**config.mk**
```make
export PLATFORM = sky130hd
export DESIGN_NAME = rr_park_arb
export DESIGN_NICKNAME = d
export VERILOG_FILES = /design/src/rtl/rr_park_pkg.sv /design/src/rtl/rr_park_prio.sv /design/src/rtl/rr_park_pick.sv /design/src/rtl/rr_park_ctrl.sv /design/src/rtl/rr_park_arb.sv
export SDC_FILE = /design/constraint.sdc
export NUM_CORES = 1
export LEC_CHECK = 0
export CAP_MARGIN = 5
export CORE_ASPECT_RATIO = 0.9
export CORE_MARGIN = 4
export CORE_UTILIZATION = 52
export CTS_CLUSTER_SIZE = 10
export DETAILED_ROUTE_END_ITERATION = 8
export PLACE_DENSITY = 0.89
export SYNTH_ARGS = -nofsm -noshare
export SYNTH_HDL_FRONTEND = slang
export SYNTH_SLANG_ARGS = --single-unit
```
**constraint.sdc**
```tcl
create_clock -name clk_i -period 4.2 [get_ports clk_i]
set_input_delay 0.63 -clock clk_i [delete_from_list [all_inputs] [get_ports clk_i]]
set_output_delay 0.63 -clock clk_i [all_outputs]
set_load 0.02 [all_outputs]
```
**src/rtl/rr_park_pkg.sv**
```systemverilog
package rr_park_pkg;
  typedef logic [2:0] prio_t;
  localparam int unsigned PRIO_REQ  = 2;
  localparam int unsigned PRIO_PARK = 1;
  localparam int unsigned PRIO_RR   = 0;
endpackage

```
**src/rtl/rr_park_prio.sv**
```systemverilog
module rr_park_prio
  import rr_park_pkg::*;
#(
  parameter int unsigned N  = 4,
  parameter int unsigned IW = 2
) (
  input  logic [N-1:0]          req_i,
  input  logic [IW-1:0]         last_i,
  output prio_t [N-1:0]         prio_o
);
  for (genvar i = 0; i < N; i++) begin : g_port
    always_comb begin
      prio_o[i]            = '0;
      prio_o[i][PRIO_REQ]  = req_i[i];
      prio_o[i][PRIO_PARK] = (IW'(i) == last_i) && !req_i[i];
      prio_o[i][PRIO_RR]   = IW'(i) > last_i;
    end
  end
endmodule

```
**src/rtl/rr_park_pick.sv**
```systemverilog
module rr_park_pick
  import rr_park_pkg::*;
#(
  parameter int unsigned N  = 4,
  parameter int unsigned IW = 2
) (
  input  prio_t [N-1:0]  prio_i,
  output logic [IW-1:0]  win_o
);
  prio_t best;
  // strict compare: lower index keeps a tie
  always_comb begin
    best  = prio_i[0];
    win_o = '0;
    for (int i = 1; i < N; i++) begin
      if (prio_i[i] > best) begin
        best  = prio_i[i];
        win_o = IW'(i);
      end
    end
  end
endmodule

```
**src/rtl/rr_park_ctrl.sv**
```systemverilog
module rr_park_ctrl #(
  parameter int unsigned N  = 4,
  parameter int unsigned IW = 2
) (
  input  logic          clk_i,
  input  logic          rst_ni,
  input  logic [N-1:0]  req_i,
  input  logic          done_i,
  input  logic [IW-1:0] win_i,
  output logic [N-1:0]  gnt_o,
  output logic [IW-1:0] last_o,
  output logic          busy_o
);
  localparam logic [N-1:0] PORT0 = {{(N-1){1'b0}}, 1'b1};

  logic [N-1:0]  gnt_q;
  logic [IW-1:0] last_q;
  logic          busy_q;
  logic          start;

  // selected port already parked here and asking: no grant move needed
  assign start = !busy_q && req_i[win_i] && gnt_q[win_i];

  always_ff @(posedge clk_i or negedge rst_ni) begin
    if (!rst_ni) begin
      gnt_q  <= PORT0;
      last_q <= '0;
      busy_q <= 1'b0;
    end else if (busy_q) begin
      if (done_i) busy_q <= 1'b0;
    end else if (start) begin
      busy_q <= 1'b1;
      last_q <= win_i;
    end else begin
      gnt_q <= PORT0 << win_i;
    end
  end

  assign gnt_o  = gnt_q;
  assign last_o = last_q;
  assign busy_o = busy_q;
endmodule

```
**src/rtl/rr_park_arb.sv**
```systemverilog
module rr_park_arb
  import rr_park_pkg::*;
#(
  parameter int unsigned N_PORTS = 4
) (
  input  logic               clk_i,
  input  logic               rst_ni,
  input  logic [N_PORTS-1:0] req_i,
  input  logic               done_i,
  output logic [N_PORTS-1:0] gnt_o,
  output logic               busy_o
);
  localparam int unsigned IDX_W = (N_PORTS > 2) ? $clog2(N_PORTS) : 1;

  prio_t [N_PORTS-1:0] prio;
  logic  [IDX_W-1:0]   win;
  logic  [IDX_W-1:0]   last_q;

  rr_park_prio #(.N(N_PORTS), .IW(IDX_W)) u_prio (
    .req_i  (req_i),
    .last_i (last_q),
    .prio_o (prio)
  );

  rr_park_pick #(.N(N_PORTS), .IW(IDX_W)) u_pick (
    .prio_i (prio),
    .win_o  (win)
  );

  rr_park_ctrl #(.N(N_PORTS), .IW(IDX_W)) u_ctrl (
    .clk_i  (clk_i),
    .rst_ni (rst_ni),
    .req_i  (req_i),
    .done_i (done_i),
    .win_i  (win),
    .gnt_o  (gnt_o),
    .last_o (last_q),
    .busy_o (busy_o)
  );
endmodule

```
==> results of run 1 <==
[per-layer routing]
metal  wire (um)  GRT usage (%)  vias up
li1            -              -      349
met1         897           25.9      375
met2        1180           40.4       31
met3         101           7.74        8
met4          70           11.6        0
met5           0              0        -
[layout make-up]
cell class,instances,area [um2],share of cell area (%)
Timing Repair Buffer,30,249,22.0
Clock buffer,4,26.3,2.32
Inverter,5,18.8,1.66
Tap cell,14,17.5,1.55
Multi-Input combinational cell,63,646,57.0
Sequential cell,7,176,15.6
[cell usage after synthesis (2+ instances only)]
| master | n | share of area, % |
|---|---|---|
| nand2_1 | 6 | 3.0 |
| inv_1 | 5 | 2.5 |
| a21oi_1 | 3 | 2.0 |
| nor2_1 | 3 | 1.5 |
| nor3_1 | 3 | 2.0 |
| a21oi_2 | 2 | 2.3 |
| o21bai_1 | 3 | 3.0 |
| mux2_2 | 2 | 3.0 |
| mux2i_1 | 2 | 2.6 |
| o21ai_0 | 3 | 2.0 |
| nor2b_1 | 3 | 2.5 |
| ha_1 | 8 | 13 |
| and2_1 | 2 | 1.6 |
| dfrtp_1 | 6 | 20 |
| mux2_4 | 2 | 3.9 |
[where the power goes]
group	total [mW]	internal, mW	switching [mW]	leakage [nW]
clock	0.0637	0.0364	0.0272	0.0150
combinational	0.712	0.388	0.324	0.399
sequential	0.151	0.100	0.0502	0.0850
total	0.926	0.525	0.401	0.499
[per-stage QoR]
step / utilization (%) / instances
detailed placement: 74.7 / 114
global route: 86.8 / 123
finish: 86.8 / 123
floorplan: - / 78
CTS: 85.0 / 121
global placement: 74.7 / 114
[cell usage in the layout (no fill, tap or decap), types with 3 or more instances in the layout]
cell type and n:
inv_1 3, a21oi_2 3, dfrtp_1 6, buf_4 19, mux2_4 4, clkdlybuf4s50_1 9, nand2_1 6, ha_4 3
ha_1 5, clkbuf_4 3, o21bai_1 3
[critical path, delay by kind of cell]
family | cells | cell delay, ps
AO/OA/AOI/OAI | 6 | 1210
AND/OR/NAND/NOR | 7 | 1010
adder cells (fa/ha/maj) | 3 | 760
multiplexers | 1 | 330
buffers and inverters | 2 | 240
[registers in the layout, summed over array words and instances, names as in the netlist]
register       cells
u_ctrl.busy_o      1
u_ctrl.gnt_o       4
u_ctrl.last_o      2
[cells by family (layout without fill, tap and decap cells)]
logic type,after synthesis,in the layout,synth area share (%)
muxes,8,8,12.8
buffers and inverters,8,39,5.08
and+or+nand+nor,26,26,18.9
DFF,7,7,23.1
AOI/OAI and AO/OA,21,21,27.1
adders and majority gates,8,8,13.1
[worst paths after layout]
path                                                endpoint  cells past startpoint
worst max-delay path            u_ctrl.last_o[0]$_DFFE_PN0P_                     19
worst min-delay path             u_ctrl.gnt_o[1]$_DFFE_PN0P_                      1
worst max register to register  u_ctrl.last_o[0]$_DFFE_PN0P_                     13
worst min register to register   u_ctrl.gnt_o[1]$_DFFE_PN0P_                      1
max in group asynchronous        u_ctrl.gnt_o[0]$_DFFE_PN1P_                      1
min in group asynchronous        u_ctrl.gnt_o[3]$_DFFE_PN0P_                      1
[what timing repair did]
item                       4_1_cts  5_1_grt
buffers inserted                 3        2
setup endpoints to repair        7        7
gates resized for setup         20        6
pin swaps                       12       10
==> summary.txt, run 1 <==
Outcome
  • Status: finished clean

Placed design
  • DP HPWL: 1.56 mm
  • Placement Cell Area: 976 um2
  • Pre-CTS WS: -675 ps
  • GP Congestion: 0.817
  • Port Buffer Count: 11

Routing
  • Number of vias per cell: 6.20
  • DR DRC count: 0
  • Post-route ant nets: 0
  • First-pass iteration count of the detailed router: 4
  • WL final: 2.25 mm
  • Initial DRC Count: 29
  • Via count: 763
  • Routed WL per cell: 18.3 um

Clocking
  • CTS sink count: 7
  • Clock slew at reported path FFs: 50 ps
  • CTS tree: yes
  • Max clock buf depth: 2
  • Clk root buf: clkbuf_4
  • H-Tree Depth: 1
  • CTS buffer count: 3
  • # hold bufs at CTS: 0
  • Worst-Skew Late Latency: 260 ps

Timing
  • Min setup slack post-route: 146 ps
  • Final Critical Period: 4050 ps
  • Skew final: 15.0 ps
  • Setup TNS: 0 ps
  • Setup violators final: 0
  • Slew HR: 60.6%
  • Max frequency: 247 MHz
  • Slew @ Worst Pin: 590 ps
  • Slew Limit Fails: 0
  • Setup repair after global routing missed its margin: no
  • Part of the cycle the worst path needs: 96.5%
  • Worst-case hold slack: 573 ps
  • Fin. Hold Viols: 0

Synthesis
  • Synth Net Count: 93
  • Syn_area_per_cell: 9.79 um2
  • Async set-reset flop share out of synthesis: 100%
  • Ys Warns: 0
  • Post-synth EDFFs: 0
  • Register area share after synthesis: 23.1%
  • Post-synth top flop: dfrtp_1
  • Post-synthesis cell type count: 40
  • #FFs+latches synth: 7
  • Syn Inst Count: 78
  • Mapped Area: 763 um2

Layout
  • Area delta synth->final: 48.5%
  • Filler cells: 64
  • Ant. Diodes: 0
  • Fin area: 0.00113 mm2
  • Layout cells sized above 1: 47.7%
  • Final net count: 125

Critical path
  • CP arrival: 4180 ps
  • Worst R2R Start: u_ctrl.last_o[1]$_DFFE_PN0P_
  • Crit-path max cell delay: 370 ps
  • Endpoint class of the critical path: flop
  • Crit path max-delay cell type: a211oi_4
  • Critical path launch point: req_i[1]
  • Crit Path Class: in -> reg
  • Crit path cell chain: clkdlybuf4s15_2, inv_2, ha_4, nor2b_4, nor2_2, a21oi_1, or2_4, ha_4, nand3b_1, a21boi_4, nor2_2, a21oi_2, ha_1, nor2b_1, o21a_1, o21ai_4, nand4_1, a211oi_4, mux2_4
  • CP startpoint kind: primary input
  • FF-to-FF setup slack: 480 ps
  • CP max FO: 6
  • Critical path data required time: 4330 ps

Global routing
  • Initial antenna violation count: 0
  • First-pass GRT wire length: 3.74 mm
  • Largest net degree at the start of global routing: 11
  • GRT Util Overall: 23.4%
  • Vias in the first global route: 779
  • GRT overflow: 0

Floorplan
  • Core Footprint: 0.00131 mm2
  • Die height: 44.3 um
  • Die X: 48.4 um
  • Cell Rows: 12
  • # IOs: 12
  • Die area: 0.00215 mm2
  • Starting Density: 58.4%

Flow run
  • Max Cap Viol: 0

Power and ir drop
  • Total power: 926 uW
  • Leakage: 0.499 nW
  • Worst IR Drop VDD: 0.521 mV
  • Pwr/cell area: 817 mW/mm2

Worst hold path
  • Hold Crit Class: reg -> reg
  • Hold Startpoint: u_ctrl.gnt_o[1]$_DFFE_PN0P_
Note: power is estimated with default switching activity, not from simulation.
==> run 2: changes to the inputs <==
ABC_CLOCK_PERIOD_IN_PS = 4200   (was default)
HOLD_SLACK_MARGIN = 0.03   (was default)
==> results of run 2 <==
Same layout as run 1: the final DEF is identical, and so are final timing and power.
==> run 3: changes to the inputs <==
ABC_CLOCK_PERIOD_IN_PS = 5300   (was 4200)
CORE_ASPECT_RATIO = default   (was 0.9)
CORE_UTILIZATION = 56   (was 52)
PLACE_DENSITY = 0.94   (was 0.89)
clock period = 5.3 ns   (was 4.2 ns; I/O delays follow)
==> run 3 against run 2 <==
Register-to-register slack better by 950 ps. Highest routed layer unchanged. Critical endpoint is now u_ctrl.gnt_o[1]$_DFFE_PN0P_. Via count decreased by 19%. Sequential power is 26% lower. Critical path type unchanged. Non-clock buffer count shrank 19. Power decreased by 42%.
==> summary.txt, run 3 (synthesis results as in run 1) <==
Outcome
  • Status: finished clean

Critical path
  • Worst path depth: 19
  • FF-to-FF setup slack: 1430 ps
  • Crit Path Class: in -> reg
  • Critical Path End: u_ctrl.gnt_o[1]$_DFFE_PN0P_
  • Critical path data required time: 5450 ps
  • CP max FO: 9
  • CP startpoint kind: primary input
  • CP top delay family: compound AO/OA/AOI/OAI gates
  • Worst R2R Start: u_ctrl.last_o[0]$_DFFE_PN0P_
  • Crit path cell chain: clkdlybuf4s50_1, inv_1, ha_1, nor2b_1, nor2_1, a21oi_1, or2_2, ha_1, nand3b_1, a21boi_4, nor2_1, a21oi_1, ha_1, nor2b_1, o21a_1, o21ai_4, mux2i_1, a22o_4, mux2_4
  • Bufs and invs on worst path: 2
  • Critical path launch point: req_i[1]
  • Crit-path most repeated cell: ha_1
  • RR Endpoint: u_ctrl.gnt_o[1]$_DFFE_PN0P_
  • Crit-path max cell delay: 580 ps
  • Endpoint class of the critical path: flop
  • Path depth of the worst reg2reg path: 15
  • Crit path max-delay cell type: clkdlybuf4s50_1
  • CP arrival: 5150 ps

Layout
  • Most frequent cells in the layout: clkdlybuf4s50_1 (11), ha_1 (8), nand2_1 (6), dfrtp_1 (6), inv_1 (5)
  • Area delta synth->final: 17.7%
  • Final net count: 106
  • Max reg flops: 4
  • Filler cells: 98
  • Ant. Diodes: 0
  • Commonest non-fill, non-tap cell in the layout: clkdlybuf4s50_1
  • Layout cells sized above 1: 22.2%

Power and ir drop
  • Pwr/cell area: 602 mW/mm2
  • Worst IR Drop VDD: 0.322 mV
  • Leakage: 0.396 nW

Clocking
  • Clock slew at reported path FFs: 50 ps
  • Worst-Skew Late Latency: 260 ps
  • CTS sink count: 7
  • Max clock buf depth: 2
  • Clk root buf: clkbuf_4
  • Post-CTS setup repair buffer count: 0
  • H-Tree Depth: 1
  • # hold bufs at CTS: 0
  • Post_cts resized: 0
  • CTS buffer count: 3
  • CTS tree: yes

Timing
  • Final Critical Period: 5010 ps
  • Setup TNS: 0 ps
  • Slew Limit Fails: 0
  • Min setup slack post-route: 294 ps
  • Max frequency: 200 MHz
  • Part of the cycle the worst path needs: 94.5%
  • Setup repair after global routing missed its margin: no
  • Fin. Hold Viols: 0
  • Slew @ Worst Pin: 359 ps
  • Setup violators final: 0
  • Skew final: 7.83 ps
  • Slew HR: 75.4%

Global routing
  • First-pass GRT wire length: 2.44 mm
  • GRT Util Overall: 17.0%
  • Initial antenna violation count: 0
  • Largest net degree at the start of global routing: 11
  • GRT overflow: 0
  • Vias in the first global route: 595

Placed design
  • Pre-CTS WS: 54.2 ps
  • GP Congestion: 0.782
  • Port Buffer Count: 11
  • DP HPWL: 1.23 mm

Routing
  • Via count: 616
  • Number of vias per cell: 5.87
  • Met1 wire length: 671 um
  • Highest routed layer: met4
  • Routed WL per cell: 14.1 um
  • WL final: 1.49 mm
  • DR DRC count: 0
  • Met2 WL: 750 um
  • Initial DRC Count: 10
  • Metal3 WL: 49 um
  • Post-route ant nets: 0
  • First-pass iteration count of the detailed router: 4

Floorplan
  • Die height: 44.9 um
  • # IOs: 12
  • Cell Rows: 13
  • Die area: 0.00202 mm2
  • Core Footprint: 0.00128 mm2
  • Starting Density: 59.4%
  • Die X: 44.9 um

Flow run
  • Max Cap Viol: 0

Worst hold path
  • Hold Crit Class: reg -> reg
==> run 3: per-layer routing <==
layer | vias to the layer above | global-route usage (%)
met2 | 9 | 27.8
met5 | - | 0
li1 | 307 | -
met1 | 297 | 19.5
met4 | 0 | 7.02
met3 | 3 | 7.17
==> run 3: layout make-up <==
| class | instances | area (um2) | area share (%) |
|---|---|---|---|
| clock buffer | 4 | 26.3 | 2.92 |
| inverter | 5 | 18.8 | 2.09 |
| multi-input combinational | 63 | 548 | 61.0 |
| sequential | 7 | 176 | 19.6 |
| tap | 15 | 18.8 | 2.09 |
| timing repair buffer | 11 | 110 | 12.3 |
==> run 3: through the flow <==
step	hold slack, ps	util, %	cells	instance area, um2	power, mW
floorplan	499	-	78	763	0.419
global placement	532	67.9	101	872	0.476
detailed placement	532	67.9	101	872	0.492
CTS	549	69.9	105	898	0.543
global route	567	69.9	105	898	0.585
finish	547	69.9	105	898	0.540
==> run 3: worst min-delay path by stage <==
stage          cells past startpoint                         from                     endpoint  slack [ps]
4_1_cts                            1  u_ctrl.gnt_o[2]$_DFFE_PN0P_  u_ctrl.gnt_o[2]$_DFFE_PN0P_         550
3_3_place_gp                       1  u_ctrl.gnt_o[2]$_DFFE_PN0P_  u_ctrl.gnt_o[2]$_DFFE_PN0P_         530
2_1_floorplan                      0                       rst_ni      u_ctrl.busy_o$_DFF_PN0_         500
3_5_place_dp                       1  u_ctrl.gnt_o[1]$_DFFE_PN0P_  u_ctrl.gnt_o[1]$_DFFE_PN0P_         530
5_1_grt                            1  u_ctrl.gnt_o[1]$_DFFE_PN0P_  u_ctrl.gnt_o[1]$_DFFE_PN0P_         570
6_report                           1  u_ctrl.gnt_o[1]$_DFFE_PN0P_  u_ctrl.gnt_o[1]$_DFFE_PN0P_         550
==> run 3: power by group <==
| part | switching, mW | internal [mW] |
|---|---|---|
| clock network | 0.0210 | 0.0288 |
| registers | 0.0324 | 0.0797 |
| logic | 0.189 | 0.189 |
| total | 0.243 | 0.298 |
